[src/rtl/striper_pkg.sv]
package striper_pkg;
  localparam int LANES     = 4;
  localparam int MIN_LANES = 3;
  localparam int LW        = $clog2(LANES);

  typedef logic [LANES-1:0] lane_mask_t;
  typedef logic [LW-1:0]    lane_idx_t;

  // number of lanes set in a mask
  function automatic int unsigned lane_count(lane_mask_t m);
    int unsigned n = 0;
    for (int i = 0; i < LANES; i++) n += int'(m[i]);
    return n;
  endfunction

  // lowest set lane, 0 for an empty mask
  function automatic lane_idx_t first_lane(lane_mask_t m);
    lane_idx_t r = '0;
    for (int i = LANES - 1; i >= 0; i--) if (m[i]) r = lane_idx_t'(i);
    return r;
  endfunction

  // next set lane above cur, wrapping to the lowest
  function automatic lane_idx_t next_lane(lane_mask_t m, lane_idx_t cur);
    lane_idx_t r = first_lane(m);
    logic      hit = 1'b0;
    for (int i = 0; i < LANES; i++)
      if (!hit && i > int'(cur) && m[i]) begin
        r   = lane_idx_t'(i);
        hit = 1'b1;
      end
    return r;
  endfunction

  // lane set that may be used for a given health vector
  function automatic lane_mask_t usable_set(lane_mask_t h);
    return (lane_count(h) >= MIN_LANES) ? h : '0;
  endfunction
endpackage

[src/rtl/stripe_ctrl.sv]
module stripe_ctrl
  import striper_pkg::*;
#(
  parameter int SETTLE = 2
) (
  input  logic       clk,
  input  logic       rst_n,
  input  lane_mask_t lane_healthy,
  input  logic       group_start,
  input  logic       tx_idle,
  input  logic       rx_drained,
  output lane_mask_t lane_mask,
  output logic       hold_tx,
  output logic       link_up
);
  localparam int CW = $clog2(SETTLE + 1);

  lane_mask_t    target;
  logic          pending, hold_q, drained, commit;
  logic [CW-1:0] settle_cnt;

  assign target  = usable_set(lane_healthy);
  assign pending = (target != lane_mask);
  assign hold_tx = pending && (group_start || hold_q);
  assign drained = hold_q && tx_idle && rx_drained;
  assign commit  = drained && (settle_cnt == CW'(SETTLE - 1));
  assign link_up = (lane_mask != '0);

  always_ff @(posedge clk) begin
    if (!rst_n) begin
      lane_mask  <= '0;
      hold_q     <= 1'b0;
      settle_cnt <= '0;
    end else begin
      hold_q     <= hold_tx && !commit;
      settle_cnt <= (drained && !commit) ? settle_cnt + 1'b1 : '0;
      if (commit) lane_mask <= target;
    end
  end


  width_floor_chk: assert property (@(posedge clk) disable iff (!rst_n)
    (lane_mask == '0) || (lane_count(lane_mask) >= MIN_LANES));

  quiet_switch_chk: assert property (@(posedge clk) disable iff (!rst_n)
    (lane_mask != $past(lane_mask)) |-> $past(tx_idle));
endmodule

[src/rtl/stripe_tx.sv]
module stripe_tx
  import striper_pkg::*;
#(
  parameter int W = 16
) (
  input  logic               clk,
  input  logic               rst_n,
  input  logic               in_valid,
  input  logic [W-1:0]       in_data,
  output logic               in_ready,
  input  lane_mask_t         lane_mask,
  input  logic               hold_tx,
  output lane_mask_t         lane_tx_valid,
  output logic [LANES*W-1:0] lane_tx_data,
  output logic               group_start,
  output logic               tx_idle
);
  localparam int BW = (LW < 1) ? 1 : LW;

  lane_idx_t  ptr;
  lane_mask_t mask_q, busy;
  logic       take;

  assign group_start = (ptr == first_lane(lane_mask));
  assign in_ready    = lane_mask[ptr] && !busy[ptr] && !hold_tx && (lane_mask == mask_q);
  assign take        = in_valid && in_ready;
  assign tx_idle     = (lane_tx_valid == '0);

  always_ff @(posedge clk) begin
    if (!rst_n) begin
      ptr    <= '0;
      mask_q <= '0;
    end else if (lane_mask != mask_q) begin
      mask_q <= lane_mask;
      ptr    <= first_lane(lane_mask);
    end else if (take) begin
      ptr <= next_lane(lane_mask, ptr);
    end
  end

  for (genvar g = 0; g < LANES; g++) begin : g_lane
    logic [BW-1:0] pace;
    logic          v_q;
    logic [W-1:0]  d_q;
    logic          hit;
    assign hit = take && (ptr == lane_idx_t'(g));
    always_ff @(posedge clk) begin
      if (!rst_n) begin
        pace <= '0;
        v_q  <= 1'b0;
        d_q  <= '0;
      end else begin
        v_q <= hit;
        if (hit) begin
          pace <= BW'(LANES - 1);
          d_q  <= in_data;
        end else if (pace != '0) begin
          pace <= pace - 1'b1;
        end
      end
    end
    assign busy[g]              = (pace != '0);
    assign lane_tx_valid[g]     = v_q;
    assign lane_tx_data[g*W +: W] = d_q;
  end


  one_lane_chk: assert property (@(posedge clk) disable iff (!rst_n)
    $onehot0(lane_tx_valid));

  live_lane_chk: assert property (@(posedge clk) disable iff (!rst_n)
    (lane_tx_valid & ~lane_mask) == '0);
endmodule

[src/rtl/stripe_rx.sv]
module stripe_rx
  import striper_pkg::*;
#(
  parameter int W = 16
) (
  input  logic               clk,
  input  logic               rst_n,
  input  lane_mask_t         lane_mask,
  input  lane_mask_t         lane_rx_valid,
  input  logic [LANES*W-1:0] lane_rx_data,
  output logic               out_valid,
  output logic [W-1:0]       out_data,
  output logic               rx_drained
);
  lane_mask_t   slot_v, mask_q;
  logic [W-1:0] slot_d [LANES];
  lane_idx_t    want;
  logic         consume;

  assign consume    = slot_v[want] && (lane_mask == mask_q);
  assign rx_drained = (slot_v == '0) && (lane_rx_valid == '0) && (want == first_lane(lane_mask));

  for (genvar g = 0; g < LANES; g++) begin : g_slot
    logic         v_q;
    logic [W-1:0] d_q;
    always_ff @(posedge clk) begin
      if (!rst_n) begin
        v_q <= 1'b0;
        d_q <= '0;
      end else if (lane_rx_valid[g]) begin
        v_q <= 1'b1;
        d_q <= lane_rx_data[g*W +: W];
      end else if (consume && want == lane_idx_t'(g)) begin
        v_q <= 1'b0;
      end
    end
    assign slot_v[g] = v_q;
    assign slot_d[g] = d_q;


    slot_overrun_chk: assert property (@(posedge clk) disable iff (!rst_n)
      !(v_q && lane_rx_valid[g] && !(consume && want == lane_idx_t'(g))));
  end

  always_ff @(posedge clk) begin
    if (!rst_n) begin
      out_valid <= 1'b0;
      out_data  <= '0;
      want      <= '0;
      mask_q    <= '0;
    end else begin
      out_valid <= consume;
      if (consume) out_data <= slot_d[want];
      if (lane_mask != mask_q) begin
        mask_q <= lane_mask;
        want   <= first_lane(lane_mask);
      end else if (consume) begin
        want <= next_lane(lane_mask, want);
      end
    end
  end
endmodule

[src/rtl/lane_striper.sv]
module lane_striper
  import striper_pkg::*;
#(
  parameter int W      = 16,
  parameter int SETTLE = 2
) (
  input  logic               clk,
  input  logic               rst_n,
  input  logic               in_valid,
  input  logic [W-1:0]       in_data,
  output logic               in_ready,
  output logic [LANES-1:0]   lane_tx_valid,
  output logic [LANES*W-1:0] lane_tx_data,
  input  logic [LANES-1:0]   lane_rx_valid,
  input  logic [LANES*W-1:0] lane_rx_data,
  input  logic [LANES-1:0]   lane_healthy,
  output logic               out_valid,
  output logic [W-1:0]       out_data,
  output logic               link_up,
  output logic [LANES-1:0]   lane_mask
);
  logic hold_tx, group_start, tx_idle, rx_drained;

  stripe_ctrl #(.SETTLE(SETTLE)) u_ctrl (
    .clk(clk), .rst_n(rst_n), .lane_healthy(lane_healthy),
    .group_start(group_start), .tx_idle(tx_idle), .rx_drained(rx_drained),
    .lane_mask(lane_mask), .hold_tx(hold_tx), .link_up(link_up)
  );

  stripe_tx #(.W(W)) u_tx (
    .clk(clk), .rst_n(rst_n), .in_valid(in_valid), .in_data(in_data),
    .in_ready(in_ready), .lane_mask(lane_mask), .hold_tx(hold_tx),
    .lane_tx_valid(lane_tx_valid), .lane_tx_data(lane_tx_data),
    .group_start(group_start), .tx_idle(tx_idle)
  );

  stripe_rx #(.W(W)) u_rx (
    .clk(clk), .rst_n(rst_n), .lane_mask(lane_mask),
    .lane_rx_valid(lane_rx_valid), .lane_rx_data(lane_rx_data),
    .out_valid(out_valid), .out_data(out_data), .rx_drained(rx_drained)
  );


  ready_needs_link_chk: assert property (@(posedge clk) disable iff (!rst_n)
    in_ready |-> link_up);
endmodule

[config.mk]
export PLATFORM = sky130hd
export DESIGN_NAME = lane_striper
export DESIGN_NICKNAME = d
export VERILOG_FILES = /design/src/rtl/striper_pkg.sv /design/src/rtl/stripe_ctrl.sv /design/src/rtl/stripe_tx.sv /design/src/rtl/stripe_rx.sv /design/src/rtl/lane_striper.sv
export SDC_FILE = /design/constraint.sdc
export NUM_CORES = 1
export LEC_CHECK = 0
export BUFFER_PORTS_ARGS = -buffer_cell sky130_fd_sc_hd__buf_2
export CORE_MARGIN = 8
export CORE_UTILIZATION = 48
export DETAILED_ROUTE_END_ITERATION = 10
export PLACE_DENSITY = 0.76
export SLEW_MARGIN = 30
export SYNTH_ARGS = -nofsm -noshare
export SYNTH_HDL_FRONTEND = slang
export SYNTH_SLANG_ARGS = --single-unit
[constraint.sdc]
create_clock -name clk -period 3.25 [get_ports clk]
set_clock_uncertainty 0.15 [all_clocks]
set_input_delay 0.4875 -clock clk [delete_from_list [all_inputs] [get_ports clk]]
set_output_delay 0.4875 -clock clk [all_outputs]
set_load 0.005 [all_outputs]
# ---- After elaboration in Yosys (flattened, before gate mapping)
# Cells that the tools add are included.
dict set report classes {
  bitwise_logic 1
  muxes 56
  div_mod_pow 0
  n_eq_ne 14
  reduce_logical 60
  n_shift 0
  add_sub_neg 8
  order_cmp 10
  multipliers 0
}
# operator count
set ops {}
lappend ops {{adder 32 x 1 -> 32 bit} 2}
lappend ops {{two-way mux 2 bit} 22}
lappend ops {{binary-select mux 16 bit (select 2 bit)} 1}
lappend ops {{>= comparator 32 x 2 -> 1 bit, second input constant} 1}
lappend ops {{two-way mux 16 bit} 2}
lappend ops {{logical AND 1 bit} 31}
lappend ops {{nonzero test 2 bit} 14}
lappend ops {{two-way mux 1 bit} 27}
lappend ops {{logical NOT 4 bit} 3}
lappend ops {{inequality test 4 bit} 3}
lappend ops {{== test 2 bit, second input constant} 4}
lappend ops {{== test 4 bit} 2}
lappend ops {{> comparator 2 bit, first input constant} 4}
lappend ops {{subtractor 2 x 1 -> 2 bit, second input constant} 4}
lappend ops {{logical NOT 1 bit} 7}
lappend ops {{binary-select mux 1 bit (select 2 bit)} 3}
lappend ops {{== test 2 x 1 -> 1 bit, second input constant} 3}
lappend ops {{< comparator 2 x 3 -> 1 bit, second input constant} 2}
lappend ops {{== test 2 bit} 2}
lappend ops {{> comparator 1 x 2 -> 1 bit, first input constant} 2}
lappend ops {{logical NOT 2 bit} 2}
lappend ops {{two-way mux 4 bit} 1}
lappend ops {{nonzero test 4 bit} 1}
lappend ops {{>= comparator 3 bit, second input constant} 1}
lappend ops {{5 further kinds} 5}
dict set report totals {
  rom_bits 0
  ram_bits 0
  memories 0
  wordCells 178
  regBits 180
  latch_bits 0
  out_inout_bits 91
}

# ---- Longest topological paths before layout
# Gate-level depths: netlist (run 1).
dict set report logic_depth {
  ltp_word 27
  depth_mapped 12
  ltp_nobuf 9
}

# ---- Modules after synthesis
# From an unflattened synthesis (run 1), not the netlist that was laid out.
dict set report hier_totals {
  hier_cells 752
  area_unflattened_um2 7627.3
}
# module instances area_per_inst_um2 cells_each seq_area_each_um2
set by_module_without_submodules {}
lappend by_module_without_submodules {stripe_rx 1 3893.7 370 1821.7}
lappend by_module_without_submodules {stripe_tx 1 3315.7 333 1641.6}
lappend by_module_without_submodules {stripe_ctrl 1 417.9 49 140.1}

# ---- Worst setup path before layout (run 1)
# No wires, ideal clock.
dict set report synth_timing {
  path_type {in2out}
  startpoint {input port lane_healthy[0]}
  endpoint {output port in_ready}
  t_arrival_ns 2.746
  slack_ns -0.133
  required_ns 2.612
  stages 9
  cell_sequence {ha_1 > fa_1 > ha_1 > a21o_1 > buf_4 > a21oi_1 > or4_4 > o32ai_4 > nor3b_1}
}
dict set report synth_via {
  elab_chain_cells 10
}
# item line_no
set synth_lines {}
lappend synth_lines {{from (decl)} lane_striper.sv:16} ;# input logic [LANES-1:0] lane_healthy,
lappend synth_lines {{adder 1 x 1 -> 2 bit} striper_pkg.sv:12} ;# for (int i = 0; i < LANES; i++) n += int'(m[i]);
lappend synth_lines {{adder 32 x 1 -> 32 bit (2 in a row)} striper_pkg.sv:12}
lappend synth_lines {{>= comparator 32 x 2 -> 1 bit} striper_pkg.sv:37} ;# return (lane_count(h) >= MIN_LANES) ? h : '0;
lappend synth_lines {{two-way mux 4 bit (*)} striper_pkg.sv:37}
lappend synth_lines {{inequality test 4 bit (*)} stripe_ctrl.sv:23} ;# assign pending = (target != lane_mask);
lappend synth_lines {{logical AND 1 bit (*)} stripe_ctrl.sv:24} ;# assign hold_tx = pending && (group_start || hold_q);
lappend synth_lines {{logical NOT 1 bit (*)} stripe_tx.sv:25} ;# assign in_ready = lane_mask[ptr] && !busy[ptr] && !hold_tx && (lane_mask == mask_q);
lappend synth_lines {{logical AND 1 bit (*) (2 in a row)} stripe_tx.sv:25}
lappend synth_lines {{to (decl)} lane_striper.sv:11} ;# output logic in_ready,
# Every way passes the cells marked *; elsewhere a longest branch is shown, timed or not.

# ---- Final worst setup path (run 1)
dict set report layout_timing {
  startpoint {input port lane_healthy[1]}
  endpoint {output port in_ready}
}
# The elaborated chain is that of the path after synthesis.

==> qor.yml, run 1 <==
status: "finished, violations left"
violations: "negative setup slack"
switching_share_pct: 23.97
worstSkewPairLatency_ns: 0.42
required_ns: 2.61
synth-edff-count: 0
antenna_found_initial: 3
layout.nets: 1016
core_area_mm2: 0.01520
drv_slew: 0
crit_path_end_kind: "output pin"
yosysSeqAreaShare_pct: 48.43
r2r_end: "u_tx.g_lane[1].d_q[6]$_SDFFE_PN0P_"
synth_area_mm2: 0.007441
fill_cells: 1305
cts-root-buf: "clkbuf_16"
hpwl_mm: 12.95
crit_arrival_ns: 2.83
initialDrtViolationCount: 425
ys.flop_type: "dfxtp_1"
crit_chain: "buf_8 > ha_4 > fa_2 > ha_4 > a21o_1 > and3_1 > or4_4 > o32ai_4 > nor3b_4 > buf_2"
p_per_area_mw_per_mm2: 539.9
peakVddDrop_uv: 331.0
endpoint: "in_ready"
max_cap_viol_count: 0
critPathMaxStageDelay_ns: 0.52
ioPinCount: 182
drtPass1Iterations: 5
synthTopCellsByArea: "dfxtp_1, mux2i_1, nand2_1, mux4_2, nor2_1"
dieHeight_um: 140.5
fmax_mhz: 288.1
setup_viol: 1
r2r_start: "u_ctrl.lane_mask[3]$_SDFFE_PN0P_"
drive_above_1_share_pct: 28.77
vias: 5753
hp-class: "primary input to flip-flop"
hold_viol: 0
h-tree-depth: 4
total_power_mw: 4.916
rsz0062_at_grt: "yes"
ys_types: 53
cts_buffer_depth: 2
relSlewSlack_pct: 47.01
worstSetupStartpoint: "lane_healthy[1]"
grt-ovfl-total: 0
ys_top_cells_by_count: "dfxtp_1, mux2i_1, nand2_1, nor2_1, a21oi_1"
clk_pin_slew_ns: 0.06
p_leak_nw: 4.516
ys_seq_elements: 180
synth.avg_cell_area_um2: 9.921
comb_power_share_pct: 12.0
power_frac_clock_pct: 39.8
finalSetupTns_ns: -0.2216
p_seq_share_pct: 48.2
yosysMostFrequentCell: "dfxtp_1"
totalWireLength_mm: 18.47
synth_top_area_share_pct: 48.43
drc: 0
grt_usage_pct: 18.63
io_buffers: 181
crit_type: "primary input to output pin"
ant_nets: 0
startpoint_type: "primary input"
rows: 45
r2r_setup_slack_ns: 0.62
power_switching_mw: 1.178
wl_per_cell_um: 16.52
setup_slack_ns: -0.2216
cts_tree: "built"
yosys.area.top_type: "dfxtp_1"
die-area_mm2: 0.01974
syn-num-nets: 849
path_common_cell: "ha_4"
numCtsBuffers: 17
p_int_mw: 3.737
final.period_utilization_pct: 106.8
worst_pin_slew_ns: 0.7930
r2r_cells: 6
netlist_instances: 750
gp_congestion: 0.8011
first_global_vias: 5870
final_util_pct: 59.88
critPathMaxFanout: 4
grt_pass1_wl_mm: 29.59
critPathSlowestCell: "or4_4"
yosysWarnings: 0
synthArstFlopShare_pct: 0
clock_sinks: 180
initial_utilization_pct: 48.95
die_x_um: 140.5
synthToLayoutAreaGrowth_pct: 22.35
vias_per_cell: 5.146
fin_crit_ns: 3.472
grt_max_degree: 73
==> flip-flops by register name (all words and copies together), names as in the netlist <==
| register | cells |
|---|---|
| u_tx.g_lane.pace | 8 |
| u_ctrl.lane_mask | 4 |
| u_ctrl.settle_cnt | 2 |
| u_tx.ptr | 2 |
| u_tx.g_lane.d_q | 64 |
| u_tx.mask_q | 4 |
| u_ctrl.hold_q | 1 |
| u_rx.out_data | 16 |
| u_rx.g_slot.v_q | 4 |
| u_tx.g_lane.v_q | 4 |
| u_rx.want | 2 |
| u_rx.mask_q | 4 |
| u_rx.out_valid | 1 |
| u_rx.g_slot.d_q | 64 |
==> power by group through the flow <==
stage	Clock (mW)	Combinational, mW	Sequential [mW]
6_report	1.95	0.590	2.37
5_1_grt	2.08	0.661	2.38
4_1_cts	1.99	0.596	2.37
3_5_place_dp	0	0.577	2.42
3_3_place_gp	0	0.558	2.41
2_1_floorplan	0	0.426	2.40
==> logic make-up after synthesis <==
kind of cell,share of synthesized area [%]
AO/OA/AOI/OAI,5.633
XOR/XNOR,1.648
multiplexers,22.94
buffers and inverters,5.381
AND/OR/NAND/NOR,14.53
flip-flops,48.43
adder cells (fa/ha/maj),1.446
==> placed cells by master, fill, tap and decap left out, types with 5 or more instances in the layout <==
cell type and n:
nand3_1 5, nor2_1 84, mux2i_1 130, buf_4 21
nand4_1 10, inv_1 16, nor2b_1 5, ha_1 5
o21ai_0 8, clkbuf_16 17, xor2_1 8, buf_2 179
xnor2_1 6, a21oi_1 43, mux4_2 16, nand2_1 124
dfxtp_1 180
==> layer usage <==
metal	part of all wire [%]	global-route usage, %	wire length, um	vias up
li1	-	-	-	2872
met1	44	22.52	8104	2720
met2	50	30.62	9193	134
met3	4.6	4.995	847	25
met4	1.7	8.201	313	2
met5	0.065	0	12	-
==> critical path, delay by kind of cell <==
| kind | cells | cell delay, ns |
|---|---|---|
| simple gates | 3 | 0.96 |
| fa+ha+maj | 3 | 0.79 |
| compound gates | 2 | 0.33 |
| buf+inv | 2 | 0.26 |
==> cell type report <==
class	count	area [um2]	share of cell area, %
clock inverters	8	77.57	0.8521
multi-input cells	494	3480	38.22
flip-flops and latches	180	3603	39.58
inverters	18	67.56	0.7422
well taps	188	235.2	2.584
repair buffers	206	1151	12.64
diodes	2	5.005	0.05498
clock buffers	22	484.2	5.319
==> through the flow <==
| step | area, um2 | cells | hold slack (ns) | worst slack (ns) |
|---|---|---|---|---|
| floorplan | 7481 | 750 | 0.2483 | 0.003635 |
| global placement | 8503 | 1085 | 0.2624 | -0.2586 |
| detailed placement | 8503 | 1085 | 0.2660 | -0.2751 |
| CTS | 9099 | 1116 | 0.1368 | -0.1957 |
| global route | 9104 | 1118 | 0.1444 | -0.2660 |
| finish | 9104 | 1118 | 0.1522 | -0.2216 |
==> worst min path at each step <==
stage	start	end	slack [ns]	cells after the start
global route	lane_rx_data[27]	u_rx.g_slot[1].d_q[11]$_SDFFE_PN0P_	0.14	3
CTS	lane_rx_data[42]	u_rx.g_slot[2].d_q[10]$_SDFFE_PN0P_	0.14	3
detailed placement	u_ctrl.settle_cnt[0]$_SDFF_PN0_	u_ctrl.settle_cnt[0]$_SDFF_PN0_	0.27	1
finish	lane_rx_data[40]	u_rx.g_slot[2].d_q[8]$_SDFFE_PN0P_	0.15	3
global placement	u_ctrl.settle_cnt[0]$_SDFF_PN0_	u_ctrl.settle_cnt[0]$_SDFF_PN0_	0.26	1
floorplan	u_ctrl.settle_cnt[0]$_SDFF_PN0_	u_ctrl.settle_cnt[0]$_SDFF_PN0_	0.25	1
==> what timing repair did <==
item | 4_1_cts | 5_1_grt
pin swaps | 6 | 0
endpoints found under the setup margin | 1 | 1
hold buffers | 0 | 0
gates resized for setup | 7 | 1
endpoints found under the hold margin | 0 | 0
setup buffers | 1 | 0
No activity file was read; power rests on OpenSTA's default activity.
==> inputs of run 2 (changes only) <==
--- a/config.mk
+++ b/config.mk
@@ -10,7 +10,7 @@
 export CORE_UTILIZATION = 48
 export DETAILED_ROUTE_END_ITERATION = 10
 export PLACE_DENSITY = 0.76
-export SLEW_MARGIN = 30
 export SYNTH_ARGS = -nofsm -noshare
 export SYNTH_HDL_FRONTEND = slang
+export SYNTH_HIERARCHICAL = 1
 export SYNTH_SLANG_ARGS = --single-unit
==> qor.yml, run 2 <==
hpwl_mm: 13.75
wl_met3_mm: 1.417
gp_congestion: 0.8149
holdPathStages: 3
mostFrequentLayoutCell: "dfxtp_1"
startpoint_type: "primary input"
status: "finished, violations left"
worstSkewPairLatency_ns: 0.43
p_leak_nw: 4.177
fin_crit_ns: 3.523
antenna_found_initial: 3
grt_pass1_wl_mm: 32.71
yosysWarnings: 6
yosysMostFrequentCell: "dfxtp_1"
layout.nets: 1040
ys_types: 58
ys_seq_elements: 180
synth_area_mm2: 0.007627
met2_length_mm: 9.800
crit_chain: "buf_6 > inv_2 > fa_1 > inv_1 > ha_2 > ha_4 > a21o_1 > and3_1 > o22a_1 > o2111ai_2 > o21a_1 > a311oi_2 > and3_1 > buf_2"
wl_per_cell_um: 17.72
min_to: "u_rx/g_slot[2].d_q[2]$_SDFFE_PN0P_"
die_x_um: 142.1
dieHeight_um: 142.1
required_ns: 2.61
numCtsBuffers: 17
critPathMaxFanout: 4
clock_sinks: 180
total_power_mw: 4.817
drive_above_1_share_pct: 31.03
ant_nets: 0
fill_cells: 1264
wl_met1_mm: 9.083
rsz0062_at_grt: "yes"
initial_utilization_pct: 48.54
first_global_vias: 6104
top_layer: "met5"
crit_path_end_kind: "output pin"
r2r_end: "u_tx/g_lane[1].d_q[7]$_SDFFE_PN0P_"
p_per_area_mw_per_mm2: 499.5
peakVddDrop_uv: 381.8
final_util_pct: 61.37
hold_viol: 0
max_cap_viol_count: 0
hold_buffers: 0
holdCritStartpoint: "lane_rx_data[34]"
crit_type: "primary input to output pin"
clk_pin_slew_ns: 0.07
path_common_cell: "and3_1"
critPathSlowestCell: "fa_1"
reg_top3: "u_rx/g_slot.d_q x64, u_tx/g_lane.d_q x64, u_rx/out_data x16"
setup_slack_ns: -0.2726
cts_tree: "built"
worst_pin_slew_ns: 0.6886
synth-edff-count: 0
synth_top_area_share_pct: 47.24
io_buffers: 181
ys.flop_type: "dfxtp_1"
violations: "negative setup slack"
rows: 46
synthToLayoutAreaGrowth_pct: 26.43
netlist_instances: 752
final.period_utilization_pct: 108.4
synthArstFlopShare_pct: 0
ys_top_cells_by_count: "dfxtp_1, mux2i_1, nand2_1, nor2_1, a21oi_1"
synth.avg_cell_area_um2: 10.14
cts-root-buf: "clkbuf_16"
core_area_mm2: 0.01571
setup_viol: 65
final_cell_mix: "dfxtp_1, buf_2, mux2i_1, nand2_1, nor2_1"
place_area_mm2: 0.008745
relSlewSlack_pct: 54.03
r2r_cells: 13
die-area_mm2: 0.02018
yosys.area.top_type: "dfxtp_1"
stdcell_area_mm2: 0.009643
syn-num-nets: 851
grt_max_degree: 66
cpLargestDelayFamily: "adder cells"
path_buf_inv: 4
vias: 6152
ioPinCount: 182
r2r_start: "u_ctrl/lane_mask[3]$_SDFFE_PN0P_"
grt-ovfl-total: 0
h-tree-depth: 4
yosysSeqAreaShare_pct: 47.24
drc: 0
grt_usage_pct: 20.64
fmax_mhz: 283.9
drtPass1Iterations: 5
hp-class: "primary input to flip-flop"
critPathMaxStageDelay_ns: 0.53
initialDrtViolationCount: 383
crit_arrival_ns: 2.89
drv_slew: 0
synthTopCellsByArea: "dfxtp_1, mux2i_1, mux4_2, nand2_1, nor2_1"
r2r_setup_slack_ns: 0.38
totalWireLength_mm: 20.77
vias_per_cell: 5.249
cts_buffer_depth: 2
[run 2: cell types whose count changed in the layout (fill, tap and decap cells not counted), sizes merged, moves of 4 or more]
cell,previous run,this run
nand4,10,6
buf,206,221
nand2,124,93
and2,5,10
mux2i,130,136
o21ai,8,29
nand3,5,18
inv,18,23
xor2,8,2
o21a,0,9
a21oi,44,21
xnor2,6,16
[run 2: cell families after synthesis]
kind of cell    Yosys count  share of synthesized area (%)
compound gates           77                          6.381
xor+xnor                 18                          2.067
fa+ha+maj                 8                          1.411
buf+inv                  72                          5.348
flops                   180                          47.24
mux                     153                          22.98
simple gates            244                          14.57
[run 2: metal layers]
layer | up-vias | GRT usage, %
met2 | 200 | 32.47
met5 | - | 0
met3 | 35 | 5.636
met1 | 2936 | 26.47
li1 | 2979 | -
met4 | 2 | 7.744
[run 2: final cells by class]
cell class | count | area [um2] | share of cell area, %
sequential | 180 | 3603 | 37.37
antenna | 2 | 5.005 | 0.05190
timing repair buffer | 222 | 1424 | 14.77
clock buffer | 18 | 429.2 | 4.451
inverter | 20 | 82.58 | 0.8564
tap | 216 | 270.3 | 2.803
multi-input combinational | 500 | 3676 | 38.12
clock inverter | 14 | 152.6 | 1.583
[run 2: power by group]
group          total, mW  switching (mW)  internal (mW)
Combinational      0.469           0.251          0.217
Sequential          2.32          0.0399           2.28
Clock               2.03           0.890           1.14
[run 2: what timing repair did]
item	4_1_cts	5_1_grt
buffers inserted	10	4
pin swaps	12	13
setup endpoints to repair	75	79
gates cloned	7	1
resized for setup	26	10
[run 2: through the flow]
| stage | hold WS, ns | setup WS, ns | cells | setup TNS [ns] |
|---|---|---|---|---|
| final | 0.1371 | -0.2726 | 1172 | -5.749 |
| after global routing | 0.1394 | -0.4123 | 1172 | -16.70 |
| after CTS | 0.1244 | -0.3218 | 1172 | -6.085 |
| after detailed placement | 0.2721 | -0.6752 | 1123 | -42.84 |
| after global placement | 0.2583 | -0.4965 | 1123 | -33.95 |
| after floorplan | 0.2484 | -0.2993 | 752 | -14.84 |
[run 2: worst reg2reg max path, delay by kind of cell (launching register included)]
family | cells | cell delay [ns]
AND/OR/NAND/NOR | 6 | 0.90
AO/OA/AOI/OAI | 2 | 0.40
buffers and inverters | 3 | 0.48
multiplexers | 1 | 0.22
flip-flops | 1 | 0.48
XOR/XNOR | 1 | 0.16
[run 2: how the worst max path moves through the flow]
stage | depth (start not counted) | end | slack (ns) | from
global placement | 17 | u_tx/g_lane[0].d_q[3]$_SDFFE_PN0P_ | -0.50 | lane_healthy[3]
CTS | 14 | in_ready | -0.32 | lane_healthy[1]
finish | 14 | in_ready | -0.27 | lane_healthy[1]
global route | 14 | in_ready | -0.41 | lane_healthy[1]
floorplan | 16 | u_tx/g_lane[1].d_q[0]$_SDFFE_PN0P_ | -0.30 | lane_healthy[3]
detailed placement | 17 | u_tx/g_lane[0].d_q[5]$_SDFFE_PN0P_ | -0.68 | lane_healthy[3]
